## config.mk

```make
export PLATFORM = sky130hd
export DESIGN_NAME = mcd_datapath
export DESIGN_NICKNAME = d
export VERILOG_FILES = /design/src/rtl/mcd_pkg.sv /design/src/rtl/mcd_alu.sv /design/src/rtl/mcd_opsel.sv /design/src/rtl/mcd_regfile.sv /design/src/rtl/mcd_datapath.sv
export SDC_FILE = /design/constraint.sdc
export NUM_CORES = 2
export LEC_CHECK = 0
export BUFFER_PORTS_ARGS = -buffer_cell sky130_fd_sc_hd__buf_4
export CORE_ASPECT_RATIO = 1.25
export CORE_MARGIN = 2
export CORE_UTILIZATION = 50
export DETAILED_ROUTE_END_ITERATION = 10
export PLACE_DENSITY = 0.66
export SYNTH_ARGS = -nofsm -noshare
export SYNTH_HDL_FRONTEND = slang
export SYNTH_SLANG_ARGS = --single-unit
```

## constraint.sdc

```tcl
create_clock -name clk -period 7.8 [get_ports clk]
set_input_delay 1.56 -clock clk [delete_from_list [all_inputs] [get_ports clk]]
set_output_delay 1.56 -clock clk [all_outputs]
set_load 0.02 [all_outputs]
```

## src/rtl/mcd_pkg.sv

```systemverilog
package mcd_pkg;

    localparam int XLEN    = 32;
    localparam int NREGS   = 32;
    localparam int RIDX_W  = $clog2(NREGS);
    localparam int IMM_W   = 16;
    localparam int JIDX_W  = 26;

    typedef enum logic [2:0] {
        ALU_AND = 3'b000,
        ALU_OR  = 3'b001,
        ALU_ADD = 3'b010,
        ALU_SUB = 3'b110,
        ALU_SLT = 3'b111
    } alu_op_e;

    typedef enum logic [1:0] {
        OPB_REG   = 2'b00,
        OPB_FOUR  = 2'b01,
        OPB_IMM   = 2'b10,
        OPB_IMMSH = 2'b11
    } opb_sel_e;

    typedef enum logic [1:0] {
        PCS_ALU  = 2'b00,
        PCS_LAT  = 2'b01,
        PCS_JUMP = 2'b10
    } pc_src_e;

    typedef struct packed {
        logic [XLEN-1:0] pc;
        logic [XLEN-1:0] ir;
        logic [XLEN-1:0] opa;
        logic [XLEN-1:0] opb;
        logic [XLEN-1:0] mdr;
        logic [XLEN-1:0] res;
    } hold_t;

endpackage

```

## src/rtl/mcd_alu.sv

```systemverilog
module mcd_alu
    import mcd_pkg::*;
#(
    parameter int WIDTH = XLEN
) (
    input  logic [2:0]       op,
    input  logic [WIDTH-1:0] in_a,
    input  logic [WIDTH-1:0] in_b,
    output logic [WIDTH-1:0] result,
    output logic             is_zero
);

    always_comb begin
        case (alu_op_e'(op))
            ALU_AND: result = in_a & in_b;
            ALU_OR:  result = in_a | in_b;
            ALU_ADD: result = in_a + in_b;
            ALU_SUB: result = in_a - in_b;
            ALU_SLT: result = {{(WIDTH-1){1'b0}}, ($signed(in_a) < $signed(in_b))};
            default: result = '0;
        endcase
        is_zero = (result == '0);
    end

endmodule

```

## src/rtl/mcd_opsel.sv

```systemverilog
module mcd_opsel
    import mcd_pkg::*;
#(
    parameter int WIDTH = XLEN,
    parameter int IW    = IMM_W
) (
    input  logic             a_sel,
    input  logic [1:0]       b_sel,
    input  logic [WIDTH-1:0] pc,
    input  logic [WIDTH-1:0] opa,
    input  logic [WIDTH-1:0] opb,
    input  logic [IW-1:0]    imm,
    output logic [WIDTH-1:0] alu_a,
    output logic [WIDTH-1:0] alu_b
);

    localparam int EXT_W = WIDTH - IW;

    logic [WIDTH-1:0] imm_ext;
    logic [WIDTH-1:0] imm_ext_sh;

    always_comb begin
        imm_ext    = {{EXT_W{imm[IW-1]}}, imm};
        imm_ext_sh = {imm_ext[WIDTH-3:0], 2'b00};
        alu_a      = a_sel ? opa : pc;
        case (opb_sel_e'(b_sel))
            OPB_REG:   alu_b = opb;
            OPB_FOUR:  alu_b = WIDTH'(4);
            OPB_IMM:   alu_b = imm_ext;
            OPB_IMMSH: alu_b = imm_ext_sh;
            default:   alu_b = opb;
        endcase
    end

endmodule

```

## src/rtl/mcd_regfile.sv

```systemverilog
module mcd_regfile
#(
    parameter int NR    = 32,
    parameter int WIDTH = 32,
    parameter int AW    = $clog2(NR)
) (
    input  logic             clk,
    input  logic             rst,
    input  logic [AW-1:0]    rd0_addr,
    input  logic [AW-1:0]    rd1_addr,
    output logic [WIDTH-1:0] rd0_data,
    output logic [WIDTH-1:0] rd1_data,
    input  logic             wr_en,
    input  logic [AW-1:0]    wr_addr,
    input  logic [WIDTH-1:0] wr_data
);

    logic [WIDTH-1:0] regs_q [NR];
    logic [WIDTH-1:0] regs_d [NR];

    // entry 0 is never written and always reads zero
    always_comb begin
        regs_d = regs_q;
        if (wr_en && (wr_addr != '0)) begin
            regs_d[wr_addr] = wr_data;
        end
        if (rst) begin
            for (int i = 0; i < NR; i++) begin
                regs_d[i] = '0;
            end
        end
    end

    always_ff @(posedge clk) begin
        regs_q <= regs_d;
    end

    assign rd0_data = (rd0_addr == '0) ? '0 : regs_q[rd0_addr];
    assign rd1_data = (rd1_addr == '0) ? '0 : regs_q[rd1_addr];

endmodule

```

## src/rtl/mcd_datapath.sv

```systemverilog
module mcd_datapath
    import mcd_pkg::*;
(
    input  logic        clk,
    input  logic        rst,
    input  logic        ctl_mem_rd,
    input  logic        ctl_mem_wr,
    input  logic        ctl_iord,
    input  logic        ctl_ir_wr,
    input  logic        ctl_pc_wr,
    input  logic        ctl_pc_wr_cond,
    input  logic [1:0]  ctl_pc_src,
    input  logic        ctl_alu_a_sel,
    input  logic [1:0]  ctl_alu_b_sel,
    input  logic [2:0]  ctl_alu_op,
    input  logic        ctl_reg_wr,
    input  logic        ctl_reg_dst,
    input  logic        ctl_mem_to_reg,
    output logic [31:0] mem_addr_o,
    output logic [31:0] mem_wdata_o,
    input  logic [31:0] mem_rdata_i,
    output logic        mem_re_o,
    output logic        mem_we_o,
    output logic [5:0]  opcode_o,
    output logic [5:0]  funct_o,
    output logic        zero_o,
    output logic [31:0] pc_o
);

    hold_t hold_q;
    hold_t hold_d;

    logic [XLEN-1:0]   alu_a;
    logic [XLEN-1:0]   alu_b;
    logic [XLEN-1:0]   alu_y;
    logic              alu_zero;
    logic [XLEN-1:0]   rf_rd0;
    logic [XLEN-1:0]   rf_rd1;
    logic [RIDX_W-1:0] rf_wr_addr;
    logic [XLEN-1:0]   rf_wr_data;
    logic [XLEN-1:0]   jump_target;
    logic              pc_load;

    // operand steering into the single shared ALU
    mcd_opsel #(.WIDTH(XLEN), .IW(IMM_W)) u_opsel (
        .a_sel (ctl_alu_a_sel),
        .b_sel (ctl_alu_b_sel),
        .pc    (hold_q.pc),
        .opa   (hold_q.opa),
        .opb   (hold_q.opb),
        .imm   (hold_q.ir[IMM_W-1:0]),
        .alu_a (alu_a),
        .alu_b (alu_b)
    );

    mcd_alu #(.WIDTH(XLEN)) u_alu (
        .op      (ctl_alu_op),
        .in_a    (alu_a),
        .in_b    (alu_b),
        .result  (alu_y),
        .is_zero (alu_zero)
    );

    always_comb begin
        rf_wr_addr = ctl_reg_dst ? hold_q.ir[15:11] : hold_q.ir[20:16];
        rf_wr_data = ctl_mem_to_reg ? hold_q.mdr : hold_q.res;
    end

    mcd_regfile #(.NR(NREGS), .WIDTH(XLEN), .AW(RIDX_W)) u_rf (
        .clk      (clk),
        .rst      (rst),
        .rd0_addr (hold_q.ir[25:21]),
        .rd1_addr (hold_q.ir[20:16]),
        .rd0_data (rf_rd0),
        .rd1_data (rf_rd1),
        .wr_en    (ctl_reg_wr),
        .wr_addr  (rf_wr_addr),
        .wr_data  (rf_wr_data)
    );

    // next-state for every holding register
    always_comb begin
        hold_d      = hold_q;
        jump_target = {hold_q.pc[XLEN-1:XLEN-4], hold_q.ir[JIDX_W-1:0], 2'b00};
        pc_load     = ctl_pc_wr | (ctl_pc_wr_cond & alu_zero);

        if (pc_load) begin
            case (pc_src_e'(ctl_pc_src))
                PCS_ALU:  hold_d.pc = alu_y;
                PCS_LAT:  hold_d.pc = hold_q.res;
                PCS_JUMP: hold_d.pc = jump_target;
                default:  hold_d.pc = hold_q.pc;
            endcase
        end

        if (ctl_ir_wr) begin
            hold_d.ir = mem_rdata_i;
        end

        hold_d.opa = rf_rd0;
        hold_d.opb = rf_rd1;
        hold_d.mdr = mem_rdata_i;
        hold_d.res = alu_y;

        if (rst) begin
            hold_d = '0;
        end
    end

    always_ff @(posedge clk) begin
        hold_q <= hold_d;
    end

    always_comb begin
        mem_addr_o  = ctl_iord ? hold_q.res : hold_q.pc;
        mem_wdata_o = hold_q.opb;
        mem_re_o    = ctl_mem_rd;
        mem_we_o    = ctl_mem_wr;
        opcode_o    = hold_q.ir[31:26];
        funct_o     = hold_q.ir[5:0];
        zero_o      = alu_zero;
        pc_o        = hold_q.pc;
    end

endmodule

```

==> flow_summary.toml <==
[timing]
finalCritPeriodShare_pct = 97.9
whs_ps = 482
timing.final.hold_violations = 0
final.setup.tns_ps = 0
clock.fmax_mhz = 131
rsz0062_at_grt = "false"
finalSetupViolCount = 0
worst_slew_margin_rel_pct = 13.6
tightestPinTransition_ps = 1270
layout_setup_ws_ps = 167
maxSlewViolCount = 0
period_minus_slack_ps = 7630
skew_ps = 48.2

[clock_network]
cts_made_buffers = 118
cts_tree = "done"
cts.sinks = 1216
ctsHoldBuffers = 0
clk_pin_slew_ps = 60
clk_path_buf_depth = 3
clockRootBuffer = "clkbuf_16"
cts_htree_levels = 3
clock_latency_ps = 800
cts_setup_buffers = 0

[global_routing]
met1_usage_pct = 46.0
grt_pass1_vias = 50100
grt_first_pass_wirelength_mm = 340
busiest_layer = "met2"
met3_usage_pct = 6.48
grt_overflow_total = 0
grtUsageTotal_pct = 35.0
use_met2_pct = 55.2
antenna_found_initial = 10
grt_start_max_net_pins = 192

[route]
ant_nets = 0
drt_first_iter_violations = 6141
drc = 0
routed-via-count = 52200
avgRoutedWirePerCell_um = 29.5
first_pass_iters = 8
via_per_inst = 6.66
drt-total-wl_mm = 231

[placement]
dpl.hpwl_mm = 142
portBuffers = 157
placed_area_um2 = 65700
pre_cts_ws_ps = -15.6
gp_congestion = 1.00

[pwr]
swShare_pct = 28.3
internal-power_mw = 10.5
p_sw_mw = 4.13
worst_ir_drop_vdd_mv = 0.197
powerDensity_nw_per_um2 = 209
leakage_nw = 22.7
p_seq_share_pct = 44.4
clock_power_share_pct = 42.2
p_comb_share_pct = 13.4

[worst_setup_path]
end_kind = "output port"
crit_required_ps = 6240
cp_data_arrival_time_ps = 6070
critPathMostFrequentCell = "buf_4"
start_kind = "input pin"
cpMaxStageDelayCell = "a2111oi_1"
path_cells = "buf_4 -> buf_4 -> o21a_1 -> inv_1 -> ha_1 -> nor2_1 -> o311ai_2 -> a31oi_2 -> xnor2_1 -> a2111oi_1 -> and3_1 -> nand4b_1 -> nor4b_4 -> and3_1 -> buf_4"
crit_type = "input pin to output port"
critPathBufInv = 4
cp_max_fo = 18
cp_top_family = "compound AO/OA/AOI/OAI gates"
cpPeakStageDelay_ps = 620

[yosys]
post_synth_instance_area_um2 = 63600
syn_avg_cell_area_um2 = 9.97
synth-seq-area-share_pct = 38.3
ys_top_cells_by_area = "dfxtp_1, mux4_2, a211oi_1, nor2_1, mux2i_1"
ys_ff_latch = 1216
synth_nets = 6539
synth_top_area_share_pct = 38.3
yosysWarnings = 0
yosysTopAreaCell = "dfxtp_1"
synth-edff-count = 0
async_flop_share_pct = 0
synth_cell_types = 100
synth_ff_type = "dfxtp_1"
syn_inst = 6379

[outcome]
status = "complete, no violations"

[floorplanning]
io_pins = 162
initial_core_util_pct = 50.3
core.rowCount = 146
die_w_um = 323
die-area_um2 = 130000
core_area_um2 = 126000
die_y_um = 403

[layout]
fin_nets = 6192
fin_util_pct = 55.3
final_area_um2 = 69900
drive_gt1_share_pct = 20.3
area_growth_pct = 9.85

[job]
max-cap-violations = 0

[worst_hold_path]
hold_path.class = "flip-flop to flip-flop"
power groups by stage:
stage | clock (mW) | sequential (mW) | combinational [mW]
finish | 6.17 | 6.48 | 1.95
global route | 6.46 | 6.48 | 2.05
CTS | 6.20 | 6.47 | 1.92
detailed placement | 0 | 6.61 | 1.91
global placement | 0 | 6.61 | 1.91
floorplan | 0 | 6.50 | 1.30
what timing repair did:
| item | in CTS | in global routing |
|---|---|---|
| pin swaps | 0 | 1 |
| endpoints found under the setup margin | 1 | 1 |
| resized for setup | 1 | 7 |
worst paths after layout:
kind                            slack, ps                        endpoint  depth (start not counted)                            from
worst max-delay path                  170                          zero_o                         15                   ctl_alu_a_sel
worst min-delay path                  480  u_rf.regs_q[1020]$_SDFFE_PP0P_                          1  u_rf.regs_q[1020]$_SDFFE_PP0P_
worst max register to register       2140           pc_o[10]$_SDFFE_PP0P_                         16       mem_wdata_o[1]$_SDFF_PP0_
worst min register to register        480  u_rf.regs_q[1020]$_SDFFE_PP0P_                          1  u_rf.regs_q[1020]$_SDFFE_PP0P_
worst reg2reg max path: cells and delay by family, from the launching register on:
| kind | cells | cell delay [ps] |
|---|---|---|
| adders and majority gates | 1 | 260 |
| muxes | 1 | 140 |
| AOI/OAI and AO/OA | 5 | 2100 |
| xor gates and xnor gates | 1 | 210 |
| buffers and inverters | 3 | 620 |
| DFF | 1 | 640 |
| and+or+nand+nor | 5 | 1640 |
state kept, by name (all words and copies together), names as in the netlist:
register / flops
funct_o: 6
hold_q: 116
mem_wdata_o: 32
opcode_o: 6
pc_o: 32
u_rf.regs_q: 1024
per-stage QoR:
| stage | std cells | power, mW |
|---|---|---|
| after floorplan | 6379 | 7.80 |
| after global placement | 7614 | 8.51 |
| after detailed placement | 7614 | 8.52 |
| after CTS | 7835 | 14.6 |
| after global routing | 7840 | 15.0 |
| final | 7842 | 14.6 |
layout by cell type (no fill, tap or decap), types with 34 or more instances in the layout:
master	count
clkbuf_16	120
mux4_2	480
buf_4	296
nor2_1	1205
ha_1	105
inv_1	118
a211oi_1	1022
dfxtp_1	1206
nor3_1	39
nand2_1	103
mux2_2	122
o22ai_1	60
nor2b_1	78
a221oi_1	67
clkbuf_8	34
o221ai_1	48
o21ai_0	59
mux2i_1	257
a21oi_1	123
per-layer routing:
layer | up-vias | wire length [µm]
met5 | - | 39
met4 | 6 | 12400
met3 | 645 | 20400
met2 | 2554 | 107000
met1 | 25900 | 91500
li1 | 23200 | -
Yosys cell counts (12+ instances only):
cell type / n
a221oi_1: 67
a211oi_1: 1023
buf_2: 37
mux2_2: 122
nand2_1: 105
nand3_1: 32
xnor2_1: 15
dfxtp_1: 1216
nor2_1: 1237
a31oi_1: 16
o21ai_0: 60
buf_4: 82
ha_1: 107
a211o_1: 33
a21oi_1: 125
mux2i_1: 289
nor4_1: 12
inv_1: 118
mux4_2: 480
a21o_1: 28
o211ai_1: 32
nand4_1: 22
o22ai_1: 60
o31ai_1: 17
o221ai_1: 48
nor2b_1: 81
nand2b_1: 12
clkbuf_1: 579
buf_1: 78
nor3_1: 39
a22o_1: 22
cell type report:
type / instances / area, µm²
antenna: 7 / 17.5
clock buffer: 177 / 3560
clock inverter: 44 / 614
fill: 11000 / 56500
inverter: 123 / 462
multi-input combinational: 4263 / 36200
sequential: 1216 / 24400
tap: 1702 / 2130
timing repair buffer: 310 / 2500
cells by family after synthesis:
group                      synth area share, %
muxes                                     23.7
xor gates and xnor gates                 0.220
AOI/OAI and AO/OA                         19.2
and+or+nand+nor                           10.6
adders and majority gates                 2.17
buffers and inverters                     5.88
DFF                                       38.3
Power figures use the tool's default switching activity.
